## src/rtl/clk_level_seq.sv

```systemverilog
module clk_level_seq #(
  parameter int TW = 16,
  parameter logic [2:0] RST_LVL = 3'd1
) (
  input  logic          clk,
  input  logic          rst_n,
  input  logic          req_valid,
  input  logic [2:0]    req_level,
  input  logic          sleep_req,
  input  logic          wake_req,
  input  logic [TW-1:0] tmo_limit,
  input  logic          vack,
  input  logic [31:0]   div_stat0,
  input  logic [31:0]   div_stat1,
  input  logic [31:0]   mux_stat0,
  input  logic [31:0]   mux_stat1,
  input  logic [31:0]   pll_stat,
  output logic          busy,
  output logic          done,
  output logic          fault,
  output logic          rej,
  output logic          locked,
  output logic [2:0]    cur_level,
  output logic          vreq_valid,
  output logic          vreq_rail,
  output logic [2:0]    vreq_level,
  output logic          wr_en,
  output logic [2:0]    wr_addr,
  output logic [31:0]   wr_data,
  output logic          rfsh_valid,
  output logic          rfsh_ch,
  output logic [7:0]    rfsh_mhz
);
  localparam logic [2:0] A_DIV0 = 3'd0, A_DIV2 = 3'd1, A_DIV6 = 3'd2, A_SRC0 = 3'd3,
                         A_SRC2 = 3'd4, A_MCS = 3'd5, A_LOCK = 3'd6, A_PCON = 3'd7;
  localparam logic [2:0] W_VACK = 3'd0, W_MDIV = 3'd1, W_MMUX = 3'd2, W_CMUX = 3'd3,
                         W_MAIN = 3'd4, W_LOCK = 3'd5, W_SDIV = 3'd6;

  typedef enum logic [4:0] {
    S_IDLE, S_START, S_VU_CORE, S_VU_INT, S_RF_PRE1, S_RF_PRE0, S_P_DIV2, S_P_SRC2,
    S_P_RF, S_P_SRC0, S_DIV0, S_MCS, S_LOCK, S_PCON, S_R_SRC2, S_R_DIV2, S_R_SRC0,
    S_R_RF, S_B_DIV6, S_B_RF0, S_B_RF1, S_VD_INT, S_VD_CORE, S_WAIT, S_DONE, S_FAULT
  } st_t;

  st_t st, ret;
  logic [2:0] tgt, wsel;
  logic [TW-1:0] cnt;
  logic slp;

  function automatic logic [43:0] dtab(input logic [2:0] l);
    case (l)
      3'd0:    dtab = 44'h00314131440;
      3'd1:    dtab = 44'h00314131330;
      3'd2:    dtab = 44'h00314131131;
      3'd3:    dtab = 44'h00314131133;
      default: dtab = 44'h00709070077;
    endcase
  endfunction

  wire [43:0] dv  = dtab(tgt);
  wire pll = (tgt == 3'd0) || (cur_level == 3'd0);
  wire bus = (tgt == 3'd4) || (cur_level == 3'd4);
  wire up  = tgt < cur_level;
  wire dn  = tgt > cur_level;
  wire [2:0] eff = sleep_req ? 3'd1 : req_level;
  wire t4  = tgt == 3'd4;

  st_t n_dn, n_pll, n_pre;
  assign n_dn  = dn ? S_VD_INT : S_DONE;
  assign n_pll = pll ? S_P_DIV2 : S_DIV0;
  assign n_pre = bus ? S_RF_PRE1 : n_pll;

  logic wok;
  always_comb begin
    case (wsel)
      W_VACK:  wok = vack;
      W_MDIV:  wok = ~|div_stat0[17:16];
      W_MMUX:  wok = ~(mux_stat1[7] | mux_stat1[3]);
      W_CMUX:  wok = ~mux_stat0[18];
      W_MAIN:  wok = ~|div_stat0[7:0];
      W_LOCK:  wok = pll_stat[29];
      default: wok = ~div_stat1[15];
    endcase
  end

  assign busy  = st != S_IDLE;
  assign done  = st == S_DONE;
  assign fault = st == S_FAULT;
  assign vreq_valid = st inside {S_VU_CORE, S_VU_INT, S_VD_INT, S_VD_CORE};
  assign vreq_rail  = st inside {S_VU_INT, S_VD_INT};
  assign vreq_level = tgt;
  assign rfsh_valid = st inside {S_RF_PRE1, S_RF_PRE0, S_P_RF, S_R_RF, S_B_RF0, S_B_RF1};
  assign rfsh_ch    = !(st inside {S_RF_PRE0, S_B_RF0});

  always_comb begin
    case (st)
      S_RF_PRE1: rfsh_mhz = pll ? 8'd83 : 8'd100;
      S_P_RF:    rfsh_mhz = 8'd133;
      S_R_RF:    rfsh_mhz = 8'd200;
      S_B_RF0:   rfsh_mhz = t4 ? 8'd83 : 8'd166;
      S_B_RF1:   rfsh_mhz = t4 ? 8'd100 : 8'd200;
      default:   rfsh_mhz = 8'd83;
    endcase
  end

  always_comb begin
    wr_en = 1'b1;
    wr_addr = A_DIV0;
    wr_data = '0;
    case (st)
      S_P_DIV2: begin wr_addr = A_DIV2; wr_data = 32'h33; end
      S_P_SRC2: begin wr_addr = A_SRC2; wr_data = 32'h3; end
      S_P_SRC0: begin wr_addr = A_SRC0; wr_data = 32'h1; end
      S_DIV0:   begin wr_addr = A_DIV0; wr_data = dv[31:0]; end
      S_MCS:    begin wr_addr = A_MCS;  wr_data = (tgt >= 3'd3) ? 32'h3 : 32'h1; end
      S_LOCK:   begin wr_addr = A_LOCK; wr_data = 32'h2CF; end
      S_PCON:   begin wr_addr = A_PCON;
                      wr_data = {1'b1, 5'd0, (tgt == 3'd0) ? 10'd125 : 10'd100, 2'd0, 6'd3, 5'd0, 3'd1}; end
      S_R_SRC2: wr_addr = A_SRC2;
      S_R_DIV2: begin wr_addr = A_DIV2; wr_data = {24'd0, dv[43:40], dv[39:36]}; end
      S_R_SRC0: wr_addr = A_SRC0;
      S_B_DIV6: begin wr_addr = A_DIV6; wr_data = {28'd0, dv[35:32]}; end
      default:  wr_en = 1'b0;
    endcase
  end

  always_ff @(posedge clk or negedge rst_n) begin
    if (!rst_n) begin
      st <= S_IDLE; ret <= S_IDLE; tgt <= RST_LVL; cur_level <= RST_LVL;
      wsel <= W_VACK; cnt <= '0; slp <= 1'b0; locked <= 1'b0; rej <= 1'b0;
    end else begin
      rej <= 1'b0;
      if (wake_req) locked <= 1'b0;
      cnt <= '0;
      case (st)
        S_IDLE: if (req_valid || sleep_req) begin
          if (locked || (!sleep_req && req_level > 3'd4)) rej <= 1'b1;
          else begin
            tgt <= eff; slp <= sleep_req;
            st <= (eff == cur_level) ? S_DONE : S_START;
          end
        end
        S_START:   st <= up ? S_VU_CORE : n_pre;
        S_VU_CORE: begin st <= S_WAIT; wsel <= W_VACK; ret <= S_VU_INT; end
        S_VU_INT:  begin st <= S_WAIT; wsel <= W_VACK; ret <= n_pre; end
        S_RF_PRE1: st <= S_RF_PRE0;
        S_RF_PRE0: st <= n_pll;
        S_P_DIV2:  begin st <= S_WAIT; wsel <= W_MDIV; ret <= S_P_SRC2; end
        S_P_SRC2:  begin st <= S_WAIT; wsel <= W_MMUX; ret <= bus ? S_P_SRC0 : S_P_RF; end
        S_P_RF:    st <= S_P_SRC0;
        S_P_SRC0:  begin st <= S_WAIT; wsel <= W_CMUX; ret <= S_DIV0; end
        S_DIV0:    begin st <= S_WAIT; wsel <= W_MAIN; ret <= S_MCS; end
        S_MCS:     st <= pll ? S_LOCK : (bus ? S_B_DIV6 : n_dn);
        S_LOCK:    st <= S_PCON;
        S_PCON:    begin st <= S_WAIT; wsel <= W_LOCK; ret <= S_R_SRC2; end
        S_R_SRC2:  begin st <= S_WAIT; wsel <= W_MMUX; ret <= S_R_DIV2; end
        S_R_DIV2:  begin st <= S_WAIT; wsel <= W_MDIV; ret <= S_R_SRC0; end
        S_R_SRC0:  begin st <= S_WAIT; wsel <= W_CMUX; ret <= bus ? S_B_DIV6 : S_R_RF; end
        S_R_RF:    st <= n_dn;
        S_B_DIV6:  begin st <= S_WAIT; wsel <= W_SDIV; ret <= S_B_RF0; end
        S_B_RF0:   st <= S_B_RF1;
        S_B_RF1:   st <= n_dn;
        S_VD_INT:  begin st <= S_WAIT; wsel <= W_VACK; ret <= S_VD_CORE; end
        S_VD_CORE: begin st <= S_WAIT; wsel <= W_VACK; ret <= S_DONE; end
        S_WAIT:
          if (wok) st <= ret;
          else if (cnt >= tmo_limit) st <= S_FAULT;
          else cnt <= cnt + 1'b1;
        S_DONE: begin
          cur_level <= tgt;
          if (slp) locked <= 1'b1;
          slp <= 1'b0;
          st <= S_IDLE;
        end
        default: begin slp <= 1'b0; tgt <= cur_level; st <= S_IDLE; end
      endcase
    end
  end
endmodule


```

## config.mk

```make
export PLATFORM = sky130hd
export DESIGN_NAME = clk_level_seq
export DESIGN_NICKNAME = d
export VERILOG_FILES = /design/src/rtl/clk_level_seq.sv
export SDC_FILE = /design/constraint.sdc
export NUM_CORES = 1
export LEC_CHECK = 0
export ABC_AREA = 1
export ABC_CLOCK_PERIOD_IN_PS = 2600
export BUFFER_PORTS_ARGS = -buffer_cell sky130_fd_sc_hd__buf_4
export CAP_MARGIN = 20
export CELL_PAD_IN_SITES_DETAIL_PLACEMENT = 0
export CELL_PAD_IN_SITES_GLOBAL_PLACEMENT = 1
export CORE_ASPECT_RATIO = 1.75
export CORE_MARGIN = 1.5
export CORE_UTILIZATION = 29
export CTS_CLUSTER_DIAMETER = 60
export DETAILED_ROUTE_END_ITERATION = 8
export GPL_TIMING_DRIVEN = 0
export PLACE_DENSITY = 0.94
export SYNTH_ARGS = -nofsm -noshare
export SYNTH_HDL_FRONTEND = slang
export SYNTH_SLANG_ARGS = --single-unit
```

## constraint.sdc

```tcl
create_clock -name clk -period 2.6 [get_ports clk]
set_clock_uncertainty 0.1 [all_clocks]
set_input_delay 0.39 -clock clk [delete_from_list [all_inputs] [get_ports clk]]
set_output_delay 0.39 -clock clk [all_outputs]
set_load 0.01 [all_outputs]
```

* Word-level counts from Yosys, hierarchy flattened
Cells that the tools add are included.
** Storage, ports and cells
- Bits in registers :: 38
- Input bits :: 185
- Output and inout port bits :: 59
- Logic and storage cells :: 137
** Cells by class
- Add/sub/neg operators :: 1
- $lt $le $gt $ge :: 5
- Equal/unequal tests :: 39
- Muxes and demuxes :: 43
- Bitwise gates (word level) :: 6
- Reduce and logical (&&, ||, !) cells :: 34
** Operator list (number)
- case mux 32 bit (9 select lines) :: 1
- case mux 35 bit (4 select lines) :: 1
- case mux 5 bit (13 select lines) :: 1
- case mux 5 bit (11 select lines) :: 1
- == test 5 bit (second input constant) :: 10
- two-way mux 16 bit :: 3
- case mux 3 bit (7 select lines) :: 2
- == test 5 x 4 -> 1 bit (second input constant) :: 8
- case mux 8 bit (5 select lines) :: 1
- two-way mux 5 bit :: 7
- OR reduction 24 bit :: 1
- OR reduction 23 bit :: 1
- == test 5 x 3 -> 1 bit (second input constant) :: 4
- two-way mux 4 bit :: 5
- adder 16 x 1 -> 16 bit (second input constant) :: 1
- greater-or-equal comparator 16 bit :: 1
- two-way mux 8 bit :: 2
- nonzero test 13 bit :: 1
- OR reduction 13 bit :: 1
- == test 3 x 2 -> 1 bit (second input constant) :: 4
- == test 3 bit (second input constant) :: 4
- OR reduction 11 bit :: 1
- == test 5 x 2 -> 1 bit (second input constant) :: 2
- two-way mux 1 bit :: 10
- other kinds (31) :: 55

* Longest topological paths before layout
- Depth after elaboration :: 6
- Mapped depth :: 14
- Depth with buffers taken out :: 14

* Worst setup path after synthesis
No wires, ideal clock.
- Path type :: register to output
- Start :: register st[3]
- End :: output wr_data[5]
- Data arrival time :: 1476 ps
- Data required time :: 2110 ps
- Setup slack :: 634 ps
- Stages on the path, launching flop included :: 9
- Cell sequence :: dfrtp_1 > inv_1 > nor2_2 > nand2_2 > clkbuf_1 > inv_1 > nand2_1 > nand2_1 > buf_4
** Between the ends
- Cells in the longest elaborated chain, start to end :: 2
- Elaborated cells on any way between the ends :: 10
- Classes of those cells :: 9 x eq/ne; 1 x mux
** Ends and longest elaborated chain
- start: declaration :: line 45 : st_t st, ret;
- start signal: assignment :: line 140 : st <= (eff == cur_level) ? S_DONE : S_START;
- start signal: assignment :: line 143 : S_START: st <= up ? S_VU_CORE : n_pre;
- start signal: assignment :: line 147 : S_RF_PRE0: st <= n_pll;
- == test 5 bit (tied with other cells) :: line 110 : case (st)
- case mux 32 bit (9 select lines) * :: line 110
- end: declaration :: line 29 : output logic [31:0] wr_data,
Mark *: on every way between the ends. The rest lies on a longest branch, timed or not.

* Worst setup path in the final report
- Start :: register st[1]
- End :: output wr_data[1]
The elaborated chain is that of the path after synthesis.

==> impl_results.md <==
- Status: finished clean
- Synth Cell Area: 3500 sq um
- RR Startpoint: cnt[13]
- Top_reg_cell synth: dfrtp_1
- Maximum clock insertion buffer count: 2
- Wire length per cell: 13.4 um
- Vias in the first global route: 3630
- Power after layout: 4350 uW
- Total grt overflow: 0
- Die height: 148 um
- Antenna cells: 0
- Final Max Tran Viols: 0
- Worst slew pin tran: 0.778 ns
- Max Fclk: 402 MHz
- Leak Pwr: 0.00270 uW
- Fillcell total: 1275
- Ratio of cells with drive above 1 in the final layout: 0.216
- First-pass GRT wire length: 16800 um
- Dpl hpwl: 8750 um
- Post-synth top area cell: dfrtp_1
- Worst EP required: 2.11 ns
- Hold WS: 0.183 ns
- Design area: 4540 sq um
- WP buf/inv: 2
- Slowest CP cell: dfrtp_1
- Vias per cell: 4.74
- Detail Route Antenna Nets: 0
- Min Tclk post-route: 2.49 ns
- IO Pins: 244
- Nets: 871
- Reg-to-reg setup timing slack: 0.47 ns
- Worst path top cell family by delay: simple AND/OR/NAND/NOR gates
- Post-synth EDFFs: 0
- Max Cap Viol: 0
- Ranking of synthesized cells by area: dfrtp_1 (26%), nand2_1 (15%), inv_1 (10%)
- Synth Instances: 562
- Final setup TNS: 0 ns
- First DRT Iteration DRCs: 143
- Reg2reg path depth: 9
- # setup viols final: 0
- Critical R2R Capture: cnt[14]
- CTS root buf: clkbuf_16
- Max_slew headroom: 0.476
- Worst-skew pair later-pin latency: 0.29 ns
- Worst setup path class: reg -> out
- Hold Crit Depth: 2
- Largest stage delay on the critical path: 0.45 ns
- Number of synthesized register bits: 38
- Setup crit start kind: flip-flop
- Hold WC Path Type: in -> reg
- Avg Inst Size Synth: 6.22 sq um
- Hold_sp: wake_req
- CP Cell Sequence: nor2_2, nand3_1, inv_1, nor3_1, o21ai_0, buf_4
- Worst Hold End: locked
- Clk slew on worst S/H paths: 0.06 ns
- Largest net degree at the start of global routing: 39
- CTS Sinks: 38
- Die Area: 12800 sq um
- Std-Cell Rows: 52
- CTS buffer count: 5
- Share of flip-flops with an asynchronous set or reset: 1.00
- Critical Path AT: 2.00 ns
- Global Route Usage Sum: 0.168
- Power Dens Cells: 958 nW/um^2
- Maximum VDD drop: 537 uV
- YS warnings: 0
- Postcts setup bufs: 0
- CP endpoint kind: output port
- Core Box Area: 11600 sq um
- Fin. Hold Viols: 0
- Fin crit share: 0.956
- Register area share after synthesis: 0.273
- Cell variety after synth: 33
- DR vias: 3804
- DP Area: 4370 sq um
- Placed Instances: 794
- CP startpoint: st[1]
- # DRC: 0
- Die W: 86.0 um
- Final cell count without fillers: 802
- I/O Buffers: 90
- Share of the synthesized area in the top cell type: 0.258
- RD Place Congestion: 0.915
- Final wirelength: 10700 um
- Area grow syn2layout: 29.9%
- DRT Pass-1 Iters: 4
- Htree depth: 2
- Initial antenna violation count: 0
- TritonCTS clock tree: yes
- Starting density of the core: 0.300
- Unrepaired setup endpoints after global routing: no
- CP Max Fanout: 6
[worst max-delay path by stage]
stage	endpoint	slack [ns]	depth (start not counted)
2_1_floorplan	wr_data[5]	0.63	8
3_3_place_gp	wr_data[1]	0.24	6
3_5_place_dp	wr_data[1]	0.28	6
4_1_cts	wr_data[5]	0.03	9
5_1_grt	rfsh_mhz[7]	0.02	8
6_report	wr_data[1]	0.11	6
[power breakdown]
part | internal [uW] | total (uW) | switching [uW]
registers | 758 | 944 | 186
clock network | 381 | 628 | 247
logic | 999 | 2780 | 1780
total | 2140 | 4350 | 2220
[cells in the mapped netlist (all sizes together) (3+ instances only)]
cell type and instances:
buf 17, nand4 11, xor2 10, nor2 98
nor3 12, nor4 3, a21oi 17, ha 20
dfrtp 36, nand3 45, o21ai 29, inv 98
nand2 149, o211ai 3
[area by class of cell]
class / count / area [sq um] / share of cell area
plain buffers: 17 / 125 / 0.0275
well taps: 135 / 169 / 0.0372
multi-input cells: 415 / 2100 / 0.461
flip-flops and latches: 38 / 953 / 0.210
repair buffers: 91 / 686 / 0.151
clock inverters: 1 / 5.00 / 0.00110
inverters: 98 / 368 / 0.0809
clock buffers: 7 / 143 / 0.0314
[state kept, by name, summed over array words and instances, names as in the netlist]
| signal | cells |
|---|---|
| cnt | 16 |
| ret | 5 |
| st | 5 |
| cur_level | 3 |
| vreq_level | 3 |
| wsel | 3 |
| locked | 1 |
| rej | 1 |
| slp | 1 |
[cell usage in the layout, fill, tap and decap left out]
cell type / instances
a31oi_1: 2
dfstp_2: 2
inv_1: 93
nand2_2: 8
o21ai_0: 22
xnor2_1: 2
o31ai_1: 1
xor2_1: 10
buf_4: 106
or2_1: 1
nand3_1: 41
inv_2: 5
a21o_1: 1
nand3b_1: 1
dlygate4sd3_1: 1
dfrtp_1: 36
o21bai_1: 1
clkbuf_1: 1
buf_2: 1
o21ai_1: 7
nand2_1: 141
clkbuf_16: 5
nand4_4: 1
o2111ai_1: 1
nor4_1: 3
nor2_4: 4
clkbuf_8: 1
nand3_2: 4
nor2_1: 88
ha_1: 20
conb_1: 8
clkinv_2: 1
nor3_1: 12
nor2_2: 6
a21oi_1: 17
o211ai_1: 3
nand4_1: 10
[layer usage]
metal,track usage,wire (um),share of wire,up-vias
met5,0,0,0,-
met4,0.100,550,0.051,0
met3,0.0239,423,0.039,34
met2,0.319,5780,0.54,117
met1,0.169,4000,0.37,1696
li1,-,-,-,1957
[repair_timing]
action                                 in CTS  in global routing
endpoints found under the hold margin       8                  0
hold buffers                                1                  0
gates resized for setup                     1                  5
setup endpoints to repair                   1                 12
[metrics by stage]
stage / setup slack (ns) / util
final: 0.114 / 0.390
after global routing: 0.0230 / 0.390
after CTS: 0.0311 / 0.389
after detailed placement: 0.279 / 0.375
after global placement: 0.245 / 0.375
after floorplan: 0.634 / -
[worst register-to-register path, stage by stage (launching register included)]
cell and delay [ns]:
dfrtp_1 0.42, ha_1 0.31, nand2_1 0.07, inv_1 0.03
o21ai_0 0.16, nand3_1 0.13, a21oi_1 0.22, nand4_4 0.23
buf_2 0.28, nor2_1 0.12
[cell families after synthesis]
logic type / count (synthesis) / share of synthesized area
and+or+nand+nor: 320 / 0.398
buffers and inverters: 116 / 0.142
AOI/OAI and AO/OA: 55 / 0.0848
DFF: 38 / 0.273
adders and majority gates: 20 / 0.0716
xor gates and xnor gates: 12 / 0.0301
other: 1 / 0.00107
Power figures use the tool's default switching activity.
